### src/rtl/pcm_slave_pkg.sv
package pcm_slave_pkg;

  // Strobes from control to datapath
  typedef struct packed {
    logic restart;   // load counter with phase value
    logic reload;    // copy shadow inputs into working registers
  } dpCmd_t;

  // Status from datapath to control
  typedef struct packed {
    logic atZero;
    logic atPeriod;
    logic hitA;
    logic hitB;
    logic inBlank;
  } dpStat_t;

endpackage

### src/rtl/pcm_slave_datapath.sv
module pcm_slave_datapath
  import pcm_slave_pkg::*;
#(
  parameter int CNT_W      = 16,
  parameter int PHASE_VAL  = 0,
  parameter int RST_PERIOD = 199,
  parameter int RST_CMPA   = RST_PERIOD + 10,
  parameter int RST_CMPB   = 20,
  parameter int RST_OFFSET = 2,
  parameter int RST_LENGTH = 4
) (
  input  logic             clk,
  input  logic             rstN,
  input  dpCmd_t           cmd,
  input  logic [CNT_W-1:0] periodIn,
  input  logic [CNT_W-1:0] cmpAIn,
  input  logic [CNT_W-1:0] cmpBIn,
  input  logic [CNT_W-1:0] blankOffset,
  input  logic [CNT_W-1:0] blankLength,
  output dpStat_t          stat,
  output logic [CNT_W-1:0] count,
  output logic [CNT_W-1:0] periodAct
);

  localparam int NUM_SHADOW = 5;
  localparam int SH_PRD = 0;
  localparam int SH_CA  = 1;
  localparam int SH_CB  = 2;
  localparam int SH_OFF = 3;
  localparam int SH_LEN = 4;
  localparam logic [CNT_W-1:0] PHASE_C = CNT_W'(PHASE_VAL);
  localparam logic [CNT_W-1:0] RST_VALS [NUM_SHADOW] = '{
    CNT_W'(RST_PERIOD), CNT_W'(RST_CMPA), CNT_W'(RST_CMPB),
    CNT_W'(RST_OFFSET), CNT_W'(RST_LENGTH)
  };

  logic [CNT_W-1:0] shadowIn  [NUM_SHADOW];
  logic [CNT_W-1:0] shadowAct [NUM_SHADOW];

  assign shadowIn[SH_PRD] = periodIn;
  assign shadowIn[SH_CA]  = cmpAIn;
  assign shadowIn[SH_CB]  = cmpBIn;
  assign shadowIn[SH_OFF] = blankOffset;
  assign shadowIn[SH_LEN] = blankLength;

  // Working copies, loaded only when the counter is at zero
  for (genvar s = 0; s < NUM_SHADOW; s++) begin : gShadow
    always_ff @(posedge clk or negedge rstN) begin
      if (!rstN)          shadowAct[s] <= RST_VALS[s];
      else if (cmd.reload) shadowAct[s] <= shadowIn[s];
    end
  end

  assign periodAct = shadowAct[SH_PRD];

  // Up-counting time base
  always_ff @(posedge clk or negedge rstN) begin
    if (!rstN)              count <= '0;
    else if (cmd.restart)   count <= PHASE_C;
    else if (stat.atPeriod) count <= '0;
    else                    count <= count + CNT_W'(1);
  end

  // Blanking window, one extra bit so offset + length cannot wrap
  logic [CNT_W:0] blankEnd;
  assign blankEnd = {1'b0, shadowAct[SH_OFF]} + {1'b0, shadowAct[SH_LEN]};

  always_comb begin
    stat.atZero   = (count == '0);
    stat.atPeriod = (count == shadowAct[SH_PRD]);
    stat.hitA     = (count == shadowAct[SH_CA]);
    stat.hitB     = (count == shadowAct[SH_CB]);
    stat.inBlank  = ({1'b0, count} >= {1'b0, shadowAct[SH_OFF]}) &&
                    ({1'b0, count} <  blankEnd);
  end

endmodule

### src/rtl/pcm_slave_control.sv
module pcm_slave_control
  import pcm_slave_pkg::*;
(
  input  logic    clk,
  input  logic    rstN,
  input  logic    syncIn,
  input  logic    compLevel,
  input  logic    modeSyncOnly,
  input  dpStat_t stat,
  output dpCmd_t  cmd,
  output logic    outA,
  output logic    outB,
  output logic    qualEvt
);

  // Two synchronizing flops plus one for edge detection
  logic [2:0] compPipe;
  logic       compRise;
  logic       eventDone;
  logic       tripHold;
  logic       newPeriod;
  logic [1:0] hitVec;

  always_ff @(posedge clk or negedge rstN) begin
    if (!rstN) compPipe <= '0;
    else       compPipe <= {compPipe[1:0], compLevel};
  end

  assign compRise  = compPipe[1] & ~compPipe[2];
  assign qualEvt   = compRise & ~stat.inBlank & ~eventDone;
  assign newPeriod = stat.atPeriod | syncIn;

  // One comparator event per period
  always_ff @(posedge clk or negedge rstN) begin
    if (!rstN)          eventDone <= 1'b0;
    else if (qualEvt)   eventDone <= 1'b1;
    else if (newPeriod) eventDone <= 1'b0;
  end

  // Trip latch on output B, released at the next period start
  always_ff @(posedge clk or negedge rstN) begin
    if (!rstN)                         tripHold <= 1'b0;
    else if (qualEvt && !modeSyncOnly) tripHold <= 1'b1;
    else if (newPeriod)                tripHold <= 1'b0;
  end

  // Two mirrored legs: leg g sets on its own match, clears on the other
  assign hitVec = {stat.hitB, stat.hitA};

  for (genvar g = 0; g < 2; g++) begin : gLeg
    logic legQ;
    always_ff @(posedge clk or negedge rstN) begin
      if (!rstN)
        legQ <= 1'b0;
      else if (stat.atZero || stat.atPeriod || hitVec[1-g])
        legQ <= 1'b0;
      else if (hitVec[g])
        legQ <= 1'b1;
    end
  end

  assign outA = gLeg[0].legQ;
  assign outB = gLeg[1].legQ & ~tripHold;

  always_comb begin
    cmd.restart = syncIn | qualEvt;
    cmd.reload  = stat.atZero;
  end

endmodule

### src/rtl/pcm_slave_pwm.sv
module pcm_slave_pwm
  import pcm_slave_pkg::*;
#(
  parameter int CNT_W      = 16,
  parameter int PHASE_VAL  = 0,
  parameter int RST_PERIOD = 199,
  parameter int RST_CMPA   = RST_PERIOD + 10,
  parameter int RST_CMPB   = 20,
  parameter int RST_OFFSET = 2,
  parameter int RST_LENGTH = 4
) (
  input  logic             clk,
  input  logic             rstN,
  input  logic             syncIn,
  input  logic             compLevel,
  input  logic             modeSyncOnly,
  input  logic [CNT_W-1:0] periodIn,
  input  logic [CNT_W-1:0] cmpAIn,
  input  logic [CNT_W-1:0] cmpBIn,
  input  logic [CNT_W-1:0] blankOffset,
  input  logic [CNT_W-1:0] blankLength,
  output logic             outA,
  output logic             outB,
  output logic             syncOut
);

  dpCmd_t           dpCmd;
  dpStat_t          dpStat;
  logic [CNT_W-1:0] count;
  logic [CNT_W-1:0] periodAct;
  logic             qualEvt;

  assign syncOut = syncIn;

  pcm_slave_datapath #(
    .CNT_W(CNT_W), .PHASE_VAL(PHASE_VAL), .RST_PERIOD(RST_PERIOD),
    .RST_CMPA(RST_CMPA), .RST_CMPB(RST_CMPB),
    .RST_OFFSET(RST_OFFSET), .RST_LENGTH(RST_LENGTH)
  ) i_datapath (
    .clk(clk), .rstN(rstN), .cmd(dpCmd),
    .periodIn(periodIn), .cmpAIn(cmpAIn), .cmpBIn(cmpBIn),
    .blankOffset(blankOffset), .blankLength(blankLength),
    .stat(dpStat), .count(count), .periodAct(periodAct)
  );

  pcm_slave_control i_control (
    .clk(clk), .rstN(rstN), .syncIn(syncIn), .compLevel(compLevel),
    .modeSyncOnly(modeSyncOnly), .stat(dpStat), .cmd(dpCmd),
    .outA(outA), .outB(outB), .qualEvt(qualEvt)
  );

endmodule

### config.mk
export PLATFORM = sky130hd
export DESIGN_NAME = pcm_slave_pwm
export DESIGN_NICKNAME = d
export VERILOG_FILES = /design/src/rtl/pcm_slave_pkg.sv /design/src/rtl/pcm_slave_datapath.sv /design/src/rtl/pcm_slave_control.sv /design/src/rtl/pcm_slave_pwm.sv
export SDC_FILE = /design/constraint.sdc
export NUM_CORES = 1
export LEC_CHECK = 0
export CAP_MARGIN = 20
export CORE_MARGIN = 2
export CORE_UTILIZATION = 35
export DETAILED_ROUTE_END_ITERATION = 8
export GPL_TIMING_DRIVEN = 1
export SLEW_MARGIN = 10
export SYNTH_ARGS = -nofsm -noshare
export SYNTH_HDL_FRONTEND = slang
export SYNTH_SLANG_ARGS = --single-unit
### constraint.sdc
create_clock -name clk -period 9.13 [get_ports clk]
set_clock_uncertainty 0.2 [all_clocks]
set_input_delay 1.826 -clock clk [delete_from_list [all_inputs] [get_ports clk]]
set_output_delay 1.826 -clock clk [all_outputs]
set_load 0.01 [all_outputs]
Word-level counts from Yosys, hierarchy flattened --
Cells that the tools add are included.
Word-level totals: register bits after elaboration 103, bits of input ports 85, output and inout port bits 3, word-level logic and storage cells 48
Cells by class: add/subtract/negate cells 2, $lt $le $gt $ge 2, eq/ne operators 3, multiplexer cells 9, bitwise logic cells 10, reductions and logical operators 11
Operators by type and width (count):
- $eq A16 B16 Y1 | 3
- $mux W16 | 2
- $add A16 B16 Y17 | 1
- $lt A16 B17 Y1 | 1
- $add A16 B1 Y16 const B | 1
- $ge A16 B16 Y1 | 1
- $logic_not A16 Y1 | 1
- $reduce_bool A2 Y1 | 4
- $mux W1 | 7
- $and A1 B1 Y1 | 4
- $not A1 Y1 | 4
- $logic_or A1 B1 Y1 | 3
- $logic_and A1 B1 Y1 | 2
- $or A1 B1 Y1 | 2
- $logic_not A1 Y1 | 1

Logic depth before layout (Yosys ltp) --
Gate-level depths: netlist of run 1.
depth in word-level cells 8, depth in mapped cells 16, gate-level depth less buffers 15

Cells and area by module --
Synthesis of run 1 repeated with hierarchy kept, for this count alone.
Second synthesis, totals: cell total of the unflattened synthesis 569, area total of the unflattened synthesis 6154.7 µm²
By module, submodules not included:
- pcm_slave_datapath | times used 1, cells each 549, area each 5883.1 µm², seq. area each 2418.6 µm²
- pcm_slave_control | times used 1, cells each 19, area each 264.0 µm², seq. area each 175.2 µm²
- pcm_slave_pwm | times used 1, cells each 1, area each 7.5 µm², seq. area each 0.0 µm²

Worst setup path after synthesis of run 1 --
No wires, ideal clock.
path type input-to-output, start in syncIn, end out syncOut, arrival time 1.945 ns, required time 7.104 ns, path slack 5.159 ns, stages on the path 1, path buffers 1, cells stage by stage buf_4
RTL lines:
- from (decl) | RTL line pcm_slave_pwm.sv:14 | input logic syncIn,
- to (decl) | RTL line pcm_slave_pwm.sv:24 | output logic syncOut
No word-level cell between the ends.

Final worst setup path of run 1 --
start in syncIn, end out syncOut
No word-level cell between the ends.

==> results of run 1 <==
## routing by layer
metal  GRT usage, %  up-vias  wire length, um
met5              0        -                0
met3           4.33       18              555
li1               -     2097                -
met1           20.6     2026             6590
met4           4.17        0              205
met2           25.7      101             6330
## synthesized netlist by cell type, types with 2 or more instances
cell type	n
dfrtp_1	90
nand4_1	18
nor3_1	7
buf_2	14
and3_1	4
a21oi_2	10
nor2_1	17
xor2_1	14
nand2_1	26
nor3b_1	2
nor4_1	6
dfstp_2	13
nor2b_1	5
o21a_1	3
a21oi_1	30
xnor2_1	61
clkbuf_1	11
mux2_2	57
ha_1	49
and4_1	2
a211oi_1	3
nand2b_1	2
or3_1	2
mux2_1	23
a211o_1	2
nand3_1	11
a21o_1	6
o21ai_0	15
inv_1	22
## cells by family (layout without fill, tap and decap cells)
family | Yosys count | count (layout)
compound gates | 83 | 83
xor+xnor | 75 | 75
fa+ha+maj | 50 | 50
buf+inv | 50 | 130
flops | 103 | 103
mux | 80 | 80
simple gates | 106 | 106
## cell type report
cell class | count | area, um^2
Fill cell | 1581 | 9770
Multi-Input combinational cell | 394 | 3320
Sequential cell | 103 | 2590
Timing Repair Buffer | 92 | 906
Tap cell | 225 | 282
Clock buffer | 11 | 243
Inverter | 22 | 82.6
Clock inverter | 5 | 40.0
## registers in the layout (all words and copies together), names as in the netlist
name                  count
i_control.eventDone       1
i_control.tripHold        1
i_datapath.count         16
i_datapath.shadowAct     64
i_datapath.periodAct     16
i_control.outA            1
i_control.gLeg.legQ       1
i_control.compPipe        3
## power groups by stage
stage	clock network [mW]	registers, mW	logic, mW
floorplan	0	0.579	0.369
global placement	0	0.598	0.470
detailed placement	0	0.602	0.485
CTS	0.382	0.594	0.489
global route	0.400	0.602	0.544
finish	0.370	0.592	0.484
## worst max path at each step
stage,cells past startpoint,slack [ns],start,to
2_1_floorplan,1,5.16,syncIn,syncOut
3_3_place_gp,2,4.18,syncIn,syncOut
3_5_place_dp,2,4.19,syncIn,syncOut
4_1_cts,2,4.19,syncIn,syncOut
5_1_grt,2,4.12,syncIn,syncOut
6_report,2,4.18,syncIn,syncOut
## metrics by stage
stage	setup WS [ns]	power [mW]	std cells	hold WS, ns	area [um^2]
floorplan	5.16	0.948	547	0.131	6130
global placement	4.18	1.07	835	0.142	7170
detailed placement	4.19	1.09	835	0.140	7170
CTS	4.19	1.46	851	0.156	7460
global route	4.12	1.55	852	0.166	7460
finish	4.18	1.45	852	0.153	7460
==> results_tabular.tex, run 1 <==
\begin{tabular}{lr}
\hline
Metric & Value \\
\hline
\multicolumn{2}{l}{\textbf{Placed design}} \\
Half-perimeter wire length after placement & 10200 um \\
Final weighted congestion of routability-driven global placement & 0.820 \\
Port Buffers & 87 \\
\multicolumn{2}{l}{\textbf{Synthesis}} \\
Number of unique standard cell types used by synthesis & 51 \\
Synth area leader & dfrtp\_1 \\
Adder-cell area share of the yosys netlist & 10.3\% \\
Cells taking the most area after synthesis & dfrtp\_1 37\%, mux2\_2 10\%, ha\_1 10\% \\
Largest family of logic cells by synthesized area & multiplexers \\
Post-synthesis simple-gate area fraction & 8.96\% \\
Cell area after technology mapping & 0.00613 mm\^{}2 \\
Main flop type after synthesis & dfrtp\_1 \\
Flip-flop and latch count after synthesis & 103 \\
Proportion of register bits with asynchronous set or reset after synthesis & 100\% \\
Share of the yosys chip area belonging to registers & 42.3\% \\
Number of enable-type register cells in the synthesized netlist & 0 \\
Portion of synthesized cell area occupied by the leading cell type & 36.7\% \\
Yosys Warn Count & 0 \\
Number of nets produced by synthesis & 682 \\
Complex-gate fraction of the synthesized area & 9.34\% \\
Avg Synthesized Cell Area & 11.2 um\^{}2 \\
Xor/xnor cell area share of the yosys netlist & 10.7\% \\
Portion of netlist area occupied by mux cells & 14.7\% \\
Number of instances in the synthesized netlist & 547 \\
\multicolumn{2}{l}{\textbf{Worst setup path}} \\
Worst path most repeated cell & clkdlybuf4s50\_1 \\
Cells on worst reg2reg path & 14 \\
Critical path peak fanout & 3 \\
Largest stage delay on the critical path & 0.56 ns \\
Required @ worst endpoint & 7.10 ns \\
Worst flop-to-flop path endpoint & i\_datapath.count[0] \\
Origin of the critical flop-to-flop path & i\_datapath.shadowAct[21] \\
Type of origin of the critical path & input port \\
Worst EP arrival & 2.92 ns \\
Kind of cell with the highest combined delay on the critical path & buffers and inverters \\
Kind of capture point of the worst setup path & output port \\
Critical Path, Cell by Cell & clkdlybuf4s50\_1 -> clkdlybuf4s50\_1 \\
Flop2flop setup slack & 4.92 ns \\
Critical-path cell with the highest stage delay & clkdlybuf4s50\_1 \\
Number of buffer and inverter stages on the critical path & 2 \\
Classification of the worst setup path & in -> out \\
\multicolumn{2}{l}{\textbf{Clock network}} \\
Quantity of hold-fixing buffers added after cts & 0 \\
Worst-Skew Late Latency & 0.36 ns \\
Clock tree root driver cell & clkbuf\_16 \\
Gates resized, CTS repair & 0 \\
Setup bufs post-CTS & 0 \\
Number of buffers on the longest clock path & 2 \\
TritonCTS clock tree & built \\
Number of H-tree levels & 3 \\
Clock buffer count from CTS & 9 \\
Num Clock Sinks & 103 \\
Reg clk slew, reported paths & 0.07 ns \\
\multicolumn{2}{l}{\textbf{STA}} \\
Relative slew slack & 43.5\% \\
Number of failing hold endpoints at the final stage & 0 \\
Post-route minimum period & 4.95 ns \\
Actual transition at the worst max-transition pin & 0.848 ns \\
Total negative slack & 0 ns \\
Fin crit share & 54.2\% \\
Final number of max-transition violations & 0 \\
Achievable frequency & 202 MHz \\
RSZ-0062 raised after global routing & no \\
Count of final setup violators & 0 \\
\multicolumn{2}{l}{\textbf{Floorplan}} \\
Top-level I/O count & 88 \\
Area enclosed by the die boundary & 0.0186 mm\^{}2 \\
Initial cell density of the core & 35.6\% \\
X dimension of the die & 136 um \\
Area of the core & 0.0172 mm\^{}2 \\
Row count & 48 \\
Die height & 136 um \\
\multicolumn{2}{l}{\textbf{Power}} \\
Share of total power in the clock network & 25.6\% \\
Maximum vdd drop & 0.102 mV \\
Total power divided by cell area & 194 mW/mm\^{}2 \\
Total net switching power & 465 uW \\
Internal power component & 981 uW \\
Seq pwr share & 40.9\% \\
Proportion of power drawn by combinational gates & 33.5\% \\
Leakage component of the power & 3.11 nW \\
Switching Share & 32.1\% \\
\multicolumn{2}{l}{\textbf{Finish}} \\
Layout-stage area growth over the synthesis result & 21.7\% \\
Most frequent standard cell in the layout excluding fill and tap cells & dfrtp\_1 \\
Commonest cells after routing, fill and taps aside & 90 x dfrtp\_1, 86 x clkdlybuf4s50\_1, 61 x xnor2\_1 \\
Net total in the final layout & 757 \\
Post-Route Utilization & 43.3\% \\
Number of diodes & 0 \\
Share of post-route cells with drive strength above 1 & 17.1\% \\
\multicolumn{2}{l}{\textbf{Status}} \\
Status & complete, no violations \\
\multicolumn{2}{l}{\textbf{Detailed routing}} \\
Number of design rule violations left after detail routing & 0 \\
Initial detailed-routing violation count & 185 \\
Routed wire per std cell & 16.1 um \\
Detailed-route vias per instance & 4.98 \\
Total routed wirelength & 13700 um \\
Detailed-routing iteration count for the pre-antenna-repair pass & 4 \\
Routed vias & 4242 \\
Remaining number of nets flagged by the antenna check after routing & 0 \\
\multicolumn{2}{l}{\textbf{Hold path}} \\
Endpoint of the worst hold path & i\_control.compPipe[1] \\
Path class of the lowest-slack min-delay path & reg -> reg \\
Critical hold path startpoint & i\_control.compPipe[0] \\
Hold Path Depth & 0 \\
\multicolumn{2}{l}{\textbf{Global routing}} \\
Number of antenna violations at the first check in global routing & 0 \\
Total overflow reported by the global router & 0 \\
All-layer global routing usage & 15.7\% \\
Via count of the first global-routing pass & 4465 \\
Largest net degree at the start of global routing & 69 \\
Wire length of the first global-routing pass & 22400 um \\
\multicolumn{2}{l}{\textbf{Flow run}} \\
MaxCap Viol Count & 0 \\
\hline
\end{tabular}
No activity file was read; power rests on OpenSTA's default activity.
==> inputs of run 2 (changes only) <==
- clock period: 9.13 -> 4.26 ns (I/O delays scaled with it)
==> run 2 against run 1 <==
  * Clock power increased by 130%
  * Combinational power increased by 120%
  * Critical path depth increased by 13
  * Largest cell class unchanged
==> results_tabular.tex, run 2 (same netlist as run 1, synthesis figures left out) <==
\begin{tabular}{lr}
\hline
Metric & Value \\
\hline
\multicolumn{2}{l}{\textbf{Status}} \\
Status & complete, no violations \\
\multicolumn{2}{l}{\textbf{Detailed routing}} \\
Total routed wirelength & 14000 um \\
Remaining number of nets flagged by the antenna check after routing & 0 \\
Number of design rule violations left after detail routing & 0 \\
Detailed-route vias per instance & 5.04 \\
Detailed-routing iteration count for the pre-antenna-repair pass & 4 \\
Routed vias & 4307 \\
Initial detailed-routing violation count & 158 \\
Routed wire per std cell & 16.4 um \\
\multicolumn{2}{l}{\textbf{Worst setup path}} \\
Cells on worst reg2reg path & 15 \\
Critical-path cell with the highest stage delay & dfstp\_2 \\
Origin of the critical flop-to-flop path & i\_datapath.shadowAct[17] \\
Classification of the worst setup path & reg -> reg \\
Type of origin of the critical path & register \\
Critical path peak fanout & 18 \\
Flop2flop setup slack & 0.30 ns \\
Largest stage delay on the critical path & 0.56 ns \\
Required @ worst endpoint & 4.31 ns \\
Critical Path, Cell by Cell & ha\_1 -> a21oi\_1 -> nor2\_1 -> and4b\_1 -> o31ai\_1 -> a221oi\_1 -> xor2\_1 -> ha\_1 -> a21oi\_1 -> o21ai\_0 -> a211o\_1 -> a21oi\_2 -> o22ai\_4 -> buf\_12 -> a2111oi\_2 \\
Worst EP arrival & 4.01 ns \\
Kind of capture point of the worst setup path & register \\
Worst flop-to-flop path endpoint & i\_datapath.count[0] \\
\multicolumn{2}{l}{\textbf{Placed design}} \\
Port Buffers & 87 \\
Half-perimeter wire length after placement & 10200 um \\
Placed Instances & 837 \\
Final weighted congestion of routability-driven global placement & 0.863 \\
Dpl ws & 0.147 ns \\
\multicolumn{2}{l}{\textbf{Power}} \\
Maximum vdd drop & 0.218 mV \\
Total power divided by cell area & 420 mW/mm\^{}2 \\
Seq pwr share & 40.1\% \\
Total net switching power & 996 uW \\
Proportion of power drawn by combinational gates & 33.2\% \\
Share of total power in the clock network & 26.7\% \\
Tot Pwr & 3.16 mW \\
Leakage component of the power & 3.13 nW \\
Switching Share & 31.5\% \\
Internal power component & 2.16 mW \\
\multicolumn{2}{l}{\textbf{STA}} \\
Count of final setup violators & 0 \\
Relative slew slack & 35.2\% \\
Achievable frequency & 253 MHz \\
Total negative slack & 0 ns \\
Worst hold margin & 0.160 ns \\
Actual transition at the worst max-transition pin & 0.972 ns \\
Final number of max-transition violations & 0 \\
Final setup slack of the worst path & 0.305 ns \\
Post-route minimum period & 3.96 ns \\
Fin crit share & 92.9\% \\
Number of failing hold endpoints at the final stage & 0 \\
\multicolumn{2}{l}{\textbf{Global routing}} \\
Wire length of the first global-routing pass & 22900 um \\
All-layer global routing usage & 16.0\% \\
Total overflow reported by the global router & 0 \\
Largest net degree at the start of global routing & 76 \\
Number of antenna violations at the first check in global routing & 0 \\
Via count of the first global-routing pass & 4445 \\
\multicolumn{2}{l}{\textbf{Finish}} \\
Final std cells w/o fill & 854 \\
Share of post-route cells with drive strength above 1 & 17.6\% \\
Fillcell total & 1588 \\
Most frequent standard cell in the layout excluding fill and tap cells & dfrtp\_1 \\
Commonest cells after routing, fill and taps aside & 90 x dfrtp\_1, 86 x clkdlybuf4s50\_1, 61 x xnor2\_1 \\
Layout-stage area growth over the synthesis result & 22.7\% \\
Net total in the final layout & 759 \\
Combined flip-flop and latch cell area & 0.00259 mm\^{}2 \\
Area occupied by multi-input gates & 0.00333 mm\^{}2 \\
Max reg flops & 64 \\
Number of diodes & 0 \\
Register bank with the most flops & i\_datapath.shadowAct \\
\multicolumn{2}{l}{\textbf{Clock network}} \\
Worst-Skew Late Latency & 0.36 ns \\
Number of H-tree levels & 3 \\
Clock buffer count from CTS & 9 \\
Clock tree root driver cell & clkbuf\_16 \\
Quantity of hold-fixing buffers added after cts & 0 \\
Number of buffers on the longest clock path & 2 \\
Reg clk slew, reported paths & 0.07 ns \\
TritonCTS clock tree & built \\
Num Clock Sinks & 103 \\
\multicolumn{2}{l}{\textbf{Floorplan}} \\
Row count & 48 \\
Area enclosed by the die boundary & 0.0186 mm\^{}2 \\
Initial cell density of the core & 35.6\% \\
X dimension of the die & 136 um \\
Die height & 136 um \\
Top-level I/O count & 88 \\
Area of the core & 0.0172 mm\^{}2 \\
\multicolumn{2}{l}{\textbf{Hold path}} \\
Path class of the lowest-slack min-delay path & reg -> reg \\
Endpoint of the worst hold path & i\_control.compPipe[1] \\
Critical hold path startpoint & i\_control.compPipe[0] \\
Hold Path Depth & 0 \\
\multicolumn{2}{l}{\textbf{Flow run}} \\
MaxCap Viol Count & 0 \\
\hline
\end{tabular}
==> run 2: critical path: cells and delay by family, from the launching register on <==
kind	cells	cell delay, ns
and+or+nand+nor	2	0.38
adders and majority gates	2	0.51
buffers and inverters	1	0.18
DFF	1	0.56
AOI/OAI and AO/OA	9	1.84
xor gates and xnor gates	1	0.20
==> run 2: layout make-up <==
class                   count  share of cell area, %
clock buffers              12                   3.28
inverters                  22                   1.10
clock inverters             4                  0.732
multi-input cells         394                   44.3
well taps                 225                   3.74
repair buffers             94                   12.4
flip-flops and latches    103                   34.5
==> run 2: what timing repair did <==
| item | in CTS | in global routing |
|---|---|---|
| setup buffers | 0 | 0 |
| setup endpoints to repair | 0 | 3 |
| resized for setup | 0 | 4 |
==> run 2: stage by stage <==
stage	area, um^2	util (%)
CTS	7500	43.5
global route	7520	43.7
floorplan	6130	-
detailed placement	7200	41.8
global placement	7200	41.8
finish	7520	43.7
==> run 2: metal layers <==
layer	vias to the layer above	routed length (um)	GRT usage (%)
li1	2096	-	-
met2	101	6370	25.0
met1	2088	6600	21.8
met5	-	0	0
met3	22	726	3.28
met4	0	284	6.02
==> run 2: worst max path at each step <==
| stage | from | slack [ns] | depth (start not counted) | to |
|---|---|---|---|---|
| finish | i_datapath.shadowAct[17] | 0.30 | 15 | i_datapath.count[0] |
| global route | i_datapath.shadowAct[0] | -0.002 | 16 | i_datapath.count[0] |
| CTS | i_datapath.shadowAct[16] | 0.11 | 16 | i_datapath.count[0] |
| detailed placement | i_datapath.shadowAct[21] | 0.15 | 15 | i_datapath.count[0] |
| global placement | i_datapath.shadowAct[16] | 0.24 | 16 | i_datapath.count[0] |
| floorplan | i_datapath.shadowAct[16] | 0.56 | 15 | i_datapath.count[0] |
==> run 2: power groups by stage <==
stage / logic, mW / registers (mW) / clock network [mW]
after floorplan: 0.791 / 1.24 / 0
after global placement: 1.02 / 1.28 / 0
after detailed placement: 1.04 / 1.29 / 0
after CTS: 1.05 / 1.27 / 0.872
after global routing: 1.19 / 1.29 / 0.914
final: 1.05 / 1.27 / 0.843
==> inputs of run 3 (changes only) <==
==> constraint.sdc (replaced) <==
create_clock -name clk -period 4.26 [get_ports clk]
set_clock_uncertainty 0.2 [all_clocks]
set_input_delay 1.065 -clock clk [delete_from_list [all_inputs] [get_ports clk]]
set_output_delay 1.065 -clock clk [all_outputs]
set_load 0.01 [all_outputs]
==> run 3 against run 2 <==
  * Worst hold slack worse by 0.0015 ns
  * Flip-flop and latch count is the same
  * Combinational power is essentially flat
  * Final cell count increased by 0.23%
  * Clock power barely moved
  * Global-route usage up 0.38 points
  * Largest power group unchanged
==> results_tabular.tex, run 3 (same netlist as run 1, synthesis figures left out) <==
\begin{tabular}{lr}
\hline
Metric & Value \\
\hline
\multicolumn{2}{l}{\textbf{Status}} \\
Status & complete, no violations \\
\multicolumn{2}{l}{\textbf{Clock network}} \\
Quantity of hold-fixing buffers added after cts & 0 \\
TritonCTS clock tree & built \\
Worst-Skew Late Latency & 0.36 ns \\
Clock buffer count from CTS & 9 \\
Number of buffers on the longest clock path & 2 \\
Reg clk slew, reported paths & 0.07 ns \\
Clock tree root driver cell & clkbuf\_16 \\
Num Clock Sinks & 103 \\
Number of H-tree levels & 3 \\
\multicolumn{2}{l}{\textbf{Worst setup path}} \\
Origin of the critical flop-to-flop path & i\_datapath.shadowAct[16] \\
Cells on worst reg2reg path & 16 \\
Required @ worst endpoint & 4.31 ns \\
CP startpoint & i\_datapath.shadowAct[16] \\
Worst EP arrival & 4.01 ns \\
Worst flop-to-flop path endpoint & i\_datapath.count[0] \\
Largest stage delay on the critical path & 0.40 ns \\
Flop2flop setup slack & 0.30 ns \\
Classification of the worst setup path & reg -> reg \\
Critical-path cell with the highest stage delay & dfrtp\_1 \\
Type of origin of the critical path & register \\
Setup crit end & i\_datapath.count[0] \\
Kind of capture point of the worst setup path & register \\
Kind of cell with the highest combined delay on the critical path & compound AO/OA/AOI/OAI gates \\
Critical path peak fanout & 18 \\
Number of buffer and inverter stages on the critical path & 1 \\
Cell count along the critical path & 16 \\
Critical Path, Cell by Cell & ha\_1 -> fa\_2 -> a211o\_1 -> a21oi\_4 -> a211oi\_2 -> o21ai\_1 -> a21oi\_1 -> xnor2\_1 -> ha\_1 -> nand4\_1 -> a21oi\_1 -> a211o\_1 -> a21oi\_2 -> o22ai\_4 -> buf\_12 -> a2111oi\_2 \\
\multicolumn{2}{l}{\textbf{Detailed routing}} \\
Routed wire per std cell & 16.6 um \\
Total routed wirelength & 14200 um \\
Remaining number of nets flagged by the antenna check after routing & 0 \\
Detailed-routing iteration count for the pre-antenna-repair pass & 4 \\
Detailed-route vias per instance & 5.05 \\
Initial detailed-routing violation count & 164 \\
Routed vias & 4327 \\
Number of design rule violations left after detail routing & 0 \\
\multicolumn{2}{l}{\textbf{Power}} \\
Share of total power in the clock network & 26.6\% \\
Seq pwr share & 39.7\% \\
Proportion of power drawn by combinational gates & 33.7\% \\
Internal power component & 2.16 mW \\
Leakage component of the power & 3.14 nW \\
Switching Share & 32.1\% \\
Total net switching power & 1.02 mW \\
Maximum vdd drop & 0.225 mV \\
Total power divided by cell area & 422 mW/mm\^{}2 \\
\multicolumn{2}{l}{\textbf{Finish}} \\
Commonest cells after routing, fill and taps aside & 90 x dfrtp\_1, 86 x clkdlybuf4s50\_1, 61 x xnor2\_1 \\
Max reg flops & 64 \\
Net total in the final layout & 761 \\
Share of post-route cells with drive strength above 1 & 18.4\% \\
Final std cells w/o fill & 856 \\
Number of diodes & 0 \\
Register bank with the most flops & i\_datapath.shadowAct \\
Layout-stage area growth over the synthesis result & 23.1\% \\
Most frequent standard cell in the layout excluding fill and tap cells & dfrtp\_1 \\
\multicolumn{2}{l}{\textbf{Global routing}} \\
Total overflow reported by the global router & 0 \\
Via count of the first global-routing pass & 4574 \\
Wire length of the first global-routing pass & 23400 um \\
Number of antenna violations at the first check in global routing & 0 \\
All-layer global routing usage & 16.4\% \\
Largest net degree at the start of global routing & 59 \\
\multicolumn{2}{l}{\textbf{STA}} \\
Final number of max-transition violations & 0 \\
Relative slew slack & 47.5\% \\
Fin crit share & 93.0\% \\
Total negative slack & 0 ns \\
Number of failing hold endpoints at the final stage & 0 \\
Count of final setup violators & 0 \\
Achievable frequency & 252 MHz \\
Actual transition at the worst max-transition pin & 0.780 ns \\
Post-route minimum period & 3.96 ns \\
RSZ-0062 raised after global routing & no \\
Worst hold margin & 0.158 ns \\
\multicolumn{2}{l}{\textbf{Floorplan}} \\
Die height & 136 um \\
Area of the core & 0.0172 mm\^{}2 \\
X dimension of the die & 136 um \\
Row count & 48 \\
Initial cell density of the core & 35.6\% \\
Top-level I/O count & 88 \\
Area enclosed by the die boundary & 0.0186 mm\^{}2 \\
\multicolumn{2}{l}{\textbf{Placed design}} \\
Port Buffers & 87 \\
Final weighted congestion of routability-driven global placement & 0.840 \\
Half-perimeter wire length after placement & 10400 um \\
Placed Instances & 838 \\
\multicolumn{2}{l}{\textbf{Hold path}} \\
Path class of the lowest-slack min-delay path & reg -> reg \\
Critical hold path startpoint & i\_control.compPipe[0] \\
\multicolumn{2}{l}{\textbf{Flow run}} \\
MaxCap Viol Count & 0 \\
\hline
\end{tabular}
## run 3: cell types whose count changed in the layout (fill, tap and decap cells not counted), sizes merged
cell and delta:
clkinv -1, inv +2, buf +2, clkbuf -1
## run 3: what timing repair did
action / 4_1_cts / 5_1_grt
setup buffers: 0 / 1
setup endpoints to repair: 0 / 5
endpoints found under the hold margin: 0 / 0
gates resized for setup: 0 / 7
## run 3: worst min-delay path by stage
stage | endpoint | cells past startpoint | slack, ns
detailed placement | i_control.compPipe[1] | 0 | 0.15
CTS | i_control.compPipe[1] | 0 | 0.17
finish | i_control.compPipe[1] | 0 | 0.16
global route | i_control.compPipe[1] | 0 | 0.17
global placement | i_control.compPipe[1] | 0 | 0.14
floorplan | i_control.compPipe[1] | 0 | 0.13
## run 3: layout make-up
class	count	area, um^2
clock buffer	11	233
clock inverter	5	63.8
fill	1582	9690
inverter	22	82.6
multi-input combinational	394	3340
sequential	103	2590
tap	225	282
timing repair buffer	96	948
## run 3: power groups by stage
stage | clock network [mW] | registers [mW] | logic (mW)
detailed placement | 0 | 1.29 | 1.05
floorplan | 0 | 1.24 | 0.791
global placement | 0 | 1.28 | 1.02
finish | 0.846 | 1.26 | 1.07
global route | 0.913 | 1.29 | 1.21
CTS | 0.877 | 1.27 | 1.06
## run 3: stage by stage
stage | area (um^2) | worst slack [ns] | util, % | total power, mW
after floorplan | 6130 | 0.555 | - | 2.03
after global placement | 7210 | 0.241 | 41.8 | 2.30
after detailed placement | 7210 | 0.105 | 41.8 | 2.34
after CTS | 7510 | 0.0822 | 43.5 | 3.20
after global routing | 7550 | 0.00172 | 43.8 | 3.41
final | 7550 | 0.298 | 43.8 | 3.18
## run 3: layer usage
layer / wire, um / GRT usage [%]
met5: 0 / 0
met4: 277 / 5.79
met3: 811 / 4.51
met2: 6670 / 26.5
met1: 6490 / 21.0
## run 3: worst register-to-register path, cell delays in order, from the launching register on
cell and delay [ns]:
dfrtp_1 0.40, ha_1 0.24, fa_2 0.39, a211o_1 0.31, a21oi_4 0.22, a211oi_2 0.11
o21ai_1 0.20, a21oi_1 0.10, xnor2_1 0.18, ha_1 0.27, nand4_1 0.11, a21oi_1 0.06
a211o_1 0.28, a21oi_2 0.16, o22ai_4 0.11, buf_12 0.18, a2111oi_2 0.35
